**config.mk**
```make
export PLATFORM = sky130hd
export DESIGN_NAME = ifetch_queue
export DESIGN_NICKNAME = d
export VERILOG_FILES = /design/src/rtl/ifq_pkg.sv /design/src/rtl/ifq_store.sv /design/src/rtl/ifq_fetch_ctl.sv /design/src/rtl/ifetch_queue.sv
export SDC_FILE = /design/constraint.sdc
export NUM_CORES = 1
export LEC_CHECK = 0
export BUFFER_PORTS_ARGS = -buffer_cell sky130_fd_sc_hd__buf_2
export CAP_MARGIN = 20
export CORE_ASPECT_RATIO = 2
export CORE_MARGIN = 10
export CORE_UTILIZATION = 50
export DETAILED_ROUTE_END_ITERATION = 8
export HOLD_SLACK_MARGIN = 0.12
export PLACE_DENSITY_LB_ADDON = 0.12
export SYNTH_ARGS = -nofsm -noshare
export SYNTH_HDL_FRONTEND = slang
export SYNTH_HIERARCHICAL = 1
export SYNTH_SLANG_ARGS = --single-unit
```
**constraint.sdc**
```tcl
create_clock -name clk -period 8.6 [get_ports clk]
set_input_delay 1.72 -clock clk [delete_from_list [all_inputs] [get_ports clk]]
set_output_delay 1.72 -clock clk [all_outputs]
set_load 0.02 [all_outputs]
```
**src/rtl/ifq_pkg.sv**
```systemverilog
package ifq_pkg;
    // bytes covered by one instruction word
    localparam int unsigned WORD_BYTES = 2;

    typedef enum logic {
        RUN_ST  = 1'b0,
        HALT_ST = 1'b1
    } run_e;
endpackage

```
**src/rtl/ifq_store.sv**
```systemverilog
module ifq_store #(
    parameter int unsigned DEPTH  = 4,
    parameter int unsigned WORD_W = 16,
    parameter int unsigned ADDR_W = 16
) (
    input  logic                        clk,
    input  logic                        rst_n,
    input  logic                        clear,
    input  logic                        push,
    input  logic [WORD_W-1:0]           push_word,
    input  logic [ADDR_W-1:0]           push_addr,
    input  logic                        push_err,
    input  logic                        pop,
    output logic [WORD_W-1:0]           head_word,
    output logic [ADDR_W-1:0]           head_addr,
    output logic                        head_err,
    output logic [$clog2(DEPTH+1)-1:0]  held
);
    localparam int unsigned CNTW = $clog2(DEPTH+1);
    localparam int unsigned PW   = (DEPTH > 1) ? $clog2(DEPTH) : 1;

    typedef struct packed {
        logic [DEPTH-1:0][WORD_W-1:0] word;
        logic [DEPTH-1:0][ADDR_W-1:0] addr;
        logic [DEPTH-1:0]             err;
        logic [PW-1:0]                head;
        logic [CNTW-1:0]              count;
    } store_t;

    store_t st_q, st_d;
    int     tail_i;
    int     next_head_i;

    always_comb begin
        st_d        = st_q;
        tail_i      = int'(st_q.head) + int'(st_q.count);
        if (tail_i >= int'(DEPTH)) tail_i = tail_i - int'(DEPTH);
        next_head_i = int'(st_q.head) + 1;
        if (next_head_i >= int'(DEPTH)) next_head_i = 0;

        if (clear) begin
            st_d.head  = '0;
            st_d.count = '0;
        end else begin
            if (push) begin
                st_d.word[tail_i] = push_word;
                st_d.addr[tail_i] = push_addr;
                st_d.err[tail_i]  = push_err;
            end
            if (pop) st_d.head = PW'(next_head_i);
            st_d.count = st_q.count + CNTW'(push) - CNTW'(pop);
        end
    end

    always_ff @(posedge clk) begin
        if (!rst_n) begin
            st_q <= '0;
        end else begin
            st_q <= st_d;
        end
    end

    assign head_word = st_q.word[st_q.head];
    assign head_addr = st_q.addr[st_q.head];
    assign head_err  = st_q.err[st_q.head];
    assign held      = st_q.count;

    // a push never lands on a full queue
    assert_no_overflow_R3: assert property (@(posedge clk) disable iff (!rst_n)
        (push && !clear) |-> (st_q.count < CNTW'(DEPTH) || pop));

    // words leave only while something is held
    assert_pop_nonempty_R4: assert property (@(posedge clk) disable iff (!rst_n)
        (pop && !clear) |-> (st_q.count != '0));
endmodule

```
**src/rtl/ifq_fetch_ctl.sv**
```systemverilog
module ifq_fetch_ctl #(
    parameter int unsigned          DEPTH      = 4,
    parameter int unsigned          ADDR_W     = 16,
    parameter logic [ADDR_W-1:0]    RESET_ADDR = '0
) (
    input  logic                        clk,
    input  logic                        rst_n,
    input  logic                        flush,
    input  logic [ADDR_W-1:0]           flush_addr,
    input  logic                        halt,
    input  logic [$clog2(DEPTH+1)-1:0]  held,
    input  logic                        req_ready,
    input  logic                        rsp_valid,
    output logic                        req_valid,
    output logic [ADDR_W-1:0]           req_addr,
    output logic                        push,
    output logic [ADDR_W-1:0]           push_addr
);
    localparam int unsigned CNTW = $clog2(DEPTH+1);
    localparam int unsigned TOTW = $clog2(2*DEPTH+1);
    localparam logic [ADDR_W-1:0] STEP = ADDR_W'(ifq_pkg::WORD_BYTES);

    typedef struct packed {
        logic [ADDR_W-1:0] fetch_addr;
        logic [ADDR_W-1:0] rsp_addr;
        logic [TOTW-1:0]   live;
        logic [TOTW-1:0]   stale;
    } ctl_t;

    ctl_t              cq, cd;
    logic              can_issue;
    logic              acc;
    logic              push_c;
    logic [ADDR_W-1:0] target;

    always_comb begin
        cd        = cq;
        push_c    = 1'b0;
        target    = {flush_addr[ADDR_W-1:1], 1'b0};
        can_issue = !halt
                    && ((TOTW'(held) + cq.live) < TOTW'(DEPTH))
                    && ((cq.live + cq.stale) < TOTW'(2*DEPTH));
        acc       = can_issue && req_ready;

        if (flush) begin
            cd.fetch_addr = target;
            cd.rsp_addr   = target;
            cd.live       = '0;
            cd.stale      = cq.stale + cq.live + TOTW'(acc) - TOTW'(rsp_valid);
        end else begin
            if (acc) cd.fetch_addr = cq.fetch_addr + STEP;
            if (rsp_valid) begin
                if (cq.stale != '0) begin
                    cd.stale = cq.stale - 1'b1;
                end else begin
                    push_c      = 1'b1;
                    cd.rsp_addr = cq.rsp_addr + STEP;
                end
            end
            cd.live = cq.live + TOTW'(acc) - TOTW'(push_c);
        end
    end

    always_ff @(posedge clk) begin
        if (!rst_n) begin
            cq.fetch_addr <= RESET_ADDR;
            cq.rsp_addr   <= RESET_ADDR;
            cq.live       <= '0;
            cq.stale      <= '0;
        end else begin
            cq <= cd;
        end
    end

    assign req_valid = can_issue;
    assign req_addr  = cq.fetch_addr;
    assign push      = push_c;
    assign push_addr = cq.rsp_addr;

    // sequential step of the fetch address
    assert_addr_step_R2: assert property (@(posedge clk) disable iff (!rst_n)
        (req_valid && req_ready && !flush) |=> (req_addr == $past(req_addr) + STEP));

    // redirect loads the aligned target
    assert_flush_target_R8: assert property (@(posedge clk) disable iff (!rst_n)
        flush |=> (req_addr == {$past(flush_addr[ADDR_W-1:1]), 1'b0}));

    // a response only comes back for something in flight
    assert_rsp_expected_R9: assert property (@(posedge clk) disable iff (!rst_n)
        rsp_valid |-> ((cq.live + cq.stale) != '0));
endmodule

```
**src/rtl/ifetch_queue.sv**
```systemverilog
module ifetch_queue #(
    parameter int unsigned          DEPTH      = 4,
    parameter int unsigned          WORD_W     = 16,
    parameter int unsigned          ADDR_W     = 16,
    parameter logic [ADDR_W-1:0]    RESET_ADDR = 16'h0100
) (
    input  logic              clk,
    input  logic              rst_n,
    input  logic              flush,
    input  logic [ADDR_W-1:0] flush_addr,
    output logic              req_valid,
    output logic [ADDR_W-1:0] req_addr,
    input  logic              req_ready,
    input  logic              rsp_valid,
    input  logic [WORD_W-1:0] rsp_word,
    input  logic              rsp_err,
    output logic              dec_valid,
    output logic [WORD_W-1:0] dec_word,
    output logic [ADDR_W-1:0] dec_addr,
    input  logic              dec_take,
    output logic              fetch_fault,
    output logic [ADDR_W-1:0] fault_addr
);
    import ifq_pkg::*;
    localparam int unsigned CNTW = $clog2(DEPTH+1);

    typedef struct packed {
        run_e              mode;
        logic              fault;
        logic [ADDR_W-1:0] faddr;
    } top_t;

    top_t              tq, td;
    logic [CNTW-1:0]   held;
    logic              push;
    logic [ADDR_W-1:0] push_addr;
    logic              head_err;
    logic              take_ok;

    ifq_fetch_ctl #(.DEPTH(DEPTH), .ADDR_W(ADDR_W), .RESET_ADDR(RESET_ADDR)) u_ctl (
        .clk(clk), .rst_n(rst_n), .flush(flush), .flush_addr(flush_addr),
        .halt(tq.mode == HALT_ST), .held(held), .req_ready(req_ready),
        .rsp_valid(rsp_valid), .req_valid(req_valid), .req_addr(req_addr),
        .push(push), .push_addr(push_addr)
    );

    ifq_store #(.DEPTH(DEPTH), .WORD_W(WORD_W), .ADDR_W(ADDR_W)) u_store (
        .clk(clk), .rst_n(rst_n), .clear(flush), .push(push),
        .push_word(rsp_word), .push_addr(push_addr), .push_err(rsp_err),
        .pop(take_ok), .head_word(dec_word), .head_addr(dec_addr),
        .head_err(head_err), .held(held)
    );

    assign dec_valid = (held != '0) && (tq.mode == RUN_ST);
    assign take_ok   = dec_take && dec_valid && !flush;

    always_comb begin
        td       = tq;
        td.fault = 1'b0;
        if (flush) begin
            td.mode = RUN_ST;
        end else if (take_ok && head_err) begin
            td.mode  = HALT_ST;
            td.fault = 1'b1;
            td.faddr = dec_addr;
        end
    end

    always_ff @(posedge clk) begin
        if (!rst_n) begin
            tq.mode  <= RUN_ST;
            tq.fault <= 1'b0;
            tq.faddr <= '0;
        end else begin
            tq <= td;
        end
    end

    assign fetch_fault = tq.fault;
    assign fault_addr  = tq.faddr;

    // a fault follows only the consumption of a marked head word
    assert_fault_source_R5: assert property (@(posedge clk) disable iff (!rst_n)
        fetch_fault |-> $past(dec_take && dec_valid && head_err && !flush));

    // fault is a single-cycle pulse
    assert_fault_pulse_R6: assert property (@(posedge clk) disable iff (!rst_n)
        fetch_fault |=> !fetch_fault);

    // halted after a fault, nothing delivered or requested
    assert_halt_quiet_R7: assert property (@(posedge clk) disable iff (!rst_n)
        fetch_fault |-> (!dec_valid && !req_valid));

    // redirect leaves an empty queue and no fault
    assert_flush_empties_R8: assert property (@(posedge clk) disable iff (!rst_n)
        flush |=> (!dec_valid && !fetch_fault));
endmodule

```
==> results.cfg <==
[run_status]
outcome = completed

[logic_synthesis]
syn_avg_cell_area_um2 = 9.806
synth_area_um2 = 9718
synth_cell_types = 58
synthCells = 991
yosysSeqAreaShare_pct = 39.76
synthArstFlopShare_pct = 0
ys.flop_type = dfxtp_1
ys_warn_count = 6
synth_edf_count = 0
ys_seq_elements = 193

[power]
cellLeakagePower_uw = 0.004399
swShare_pct = 30.59
p_int_uw = 1565
peakVddDrop_uv = 195.2
clock_power_share_pct = 34.1
pwr-share-seq_pct = 43.5
p_sw_uw = 689.6
power.density_nw_per_um2 = 214.0
comb_power_share_pct = 22.4

[layout]
nNetsFinal = 1077
n_antenna_cell = 0
drive_gt1_share_pct = 19.34
synthToLayoutAreaGrowth_pct = 8.421
fillers = 1824

[die]
die_w_um = 118.6
num_rows = 72
dieArea_um2 = 25750
core_area_um2 = 19280
io_pins = 106
die_h_um = 217.2
start_util_pct = 50.41

[drt]
routed_via_density = 5.412
wl_mm = 21.75
top_layer_used = met4
vias = 6944
wl_per_cell_um = 16.95
drt_iter0_markers = 354
wl_met1_mm = 9.462
first_pass_iters = 4
drc = 0
drtAntennaViolNets = 0
wl_met2_mm = 11.08
wl_met3_um = 836

[clock_network]
cts_tree = built
htreeDepth = 4
numCtsBuffers = 17
post_cts_buffers = 0
ctsHoldBuffers = 0
cts.clk_slew.worst_paths_ps = 70
cts.repair.resized = 0
root_buffer = clkbuf_16
clock-sinks = 193
clockBufferDepth = 2
insertion_delay_ps = 430

[global_route]
grt_use_total_pct = 16.72
antenna_found_initial = 0
grt_max_degree = 140
grt_remaining_overflow = 0
grt_pass1_wl_mm = 35.76
grt_pass1_vias = 7005

[sta]
slew_viol_final = 0
worst_slew_pin_slew_ps = 992.5
tns_ps = 0
fmax_mhz = 222.8
finClkSkew_ps = 6.755
finalSetupViolCount = 0
min_period_ps = 4488
finalHoldViolations = 0
rsz0062_at_grt = false
final.hold.worst_slack_ps = 449.8
slew-limit-headroom_pct = 33.83
min_period_over_period_pct = 52.19

[setup_path]
required_ps = 6880
cp_max_fo = 11
crit_path_end_kind = output port
startpoint_type = flop
path_class = reg -> out
critPathArrivalTime_ps = 2770

[placement]
io_buffers = 103
place_hpwl_mm = 14.75
routabilityCongestion = 0.7911

[worst_hold_path]
hold_class = reg -> reg

[job]
cap_violations = 0
==> area by class of cell <==
class	instances	area, um2	share of cell area [%]
Multi-Input combinational cell	663	5086	48.27
Sequential cell	193	3866	36.69
Timing Repair Buffer	114	604.3	5.736
Clock buffer	21	470.5	4.465
Tap cell	259	324.1	3.076
Clock inverter	11	102.6	0.9737
Inverter	22	82.58	0.7838
==> logic make-up after synthesis <==
| family | Yosys count | share of synthesized area, % |
|---|---|---|
| AND/OR/NAND/NOR | 338 | 16.16 |
| multiplexers | 184 | 23.20 |
| AO/OA/AOI/OAI | 83 | 6.180 |
| other | 1 | 0.03859 |
| adder cells (fa/ha/maj) | 27 | 3.785 |
| buffers and inverters | 136 | 8.266 |
| flip-flops | 193 | 39.76 |
| XOR/XNOR | 29 | 2.614 |
==> per-stage QoR <==
stage | power, uW | instances | util [%] | setup slack, ps | instance area [um2]
after floorplan | 1398 | 992 | - | 4465 | 9722
after CTS | 2284 | 1283 | 54.65 | 4077 | 10540
after global routing | 2379 | 1283 | 54.65 | 3956 | 10540
after detailed placement | 1509 | 1251 | 51.68 | 3974 | 9963
after global placement | 1503 | 1251 | 51.68 | 3981 | 9963
final | 2254 | 1283 | 54.65 | 4112 | 10540
==> registers in the layout (all words and copies together), names as in the netlist <==
signal,count
u_ctl/req_addr,15
fetch_fault,1
u_store/held,3
fault_addr,16
u_store/st_q,134
u_ctl/push_addr,15
tq,1
u_ctl/cq,8
==> path summary, 6_finish.rpt <==
kind / start / to / slack [ps] / depth (start not counted)
worst max-delay path: u_store/held[2] / req_valid / 4110 / 6
worst min-delay path: fault_addr[6] / fault_addr[6] / 450 / 2
worst max register to register: u_store/held[1] / u_ctl/cq[3] / 4970 / 14
worst min register to register: fault_addr[6] / fault_addr[6] / 450 / 2
==> power by group through the flow <==
stage          Combinational (uW)  Sequential, uW  Clock [uW]
6_report                      506             981         768
3_3_place_gp                  502            1000           0
2_1_floorplan                 413             985           0
5_1_grt                       568             987         825
3_5_place_dp                  508            1000           0
4_1_cts                       512             981         791
==> cell usage after synthesis, drive strengths merged, types with 4 or more instances <==
library cell  count  area share (%)
a211oi            9            0.70
a21oi            27             1.4
and2              8            0.52
and3             13            0.84
and4              7            0.63
buf              78             6.0
clkbuf           36             1.4
dfxtp           193              40
fa                4            0.82
ha               23             3.0
inv              22            0.85
mux2i           151              16
mux4             33             7.6
nand2           211             8.1
nand2b            4            0.33
nand3             9            0.46
nand4            15            0.97
nor2             23            0.89
nor3             21             1.1
nor4              7            0.52
nor4b             5            0.51
o2111ai           4            0.49
o21a              6            0.46
o21ai            16            0.82
xnor2            13             1.2
xor2             16             1.4
==> cell usage in the layout, fill, tap and decap left out, types with 3 or more instances in the layout <==
cell        Yosys  layout
nor4b_1         4       4
a21o_1          3       3
clkinvlp_4      0       3
o21ai_0        16      16
clkinv_2        0       3
clkbuf_16       0      17
nor4_1          6       6
dfxtp_1       193     191
or2_2           3       3
o21a_1          6       6
buf_4          51      11
xnor2_1        13      13
and3_1         13      13
inv_1          22      22
nor3_1         20      20
nand4_1        15      15
and2_1          8       8
a211oi_1        9       9
buf_2          14     102
nor2_1         23      23
mux4_2         33      33
mux2i_1       151     151
clkbuf_8        0       3
xor2_1         16      16
o311a_1         3       3
nand2_1       211     211
a21oi_1        27      27
fa_1            4       4
ha_1           23      23
nand2b_1        3       3
and4_1          7       7
nand3_1         9       9
==> routing by layer <==
metal | up-vias | global-route usage (%)
met3 | 23 | 3.396
li1 | 3450 | -
met2 | 144 | 29.42
met4 | 0 | 6.260
met5 | - | 0
met1 | 3327 | 19.51
==> worst max-delay path: stages, from the launching register on <==
cell,delay [ps]
dfxtp_1,410
ha_1,410
nand4_1,170
a211o_1,320
or4_4,530
nand2_1,270
buf_2,230
Power figures use the tool's default switching activity.
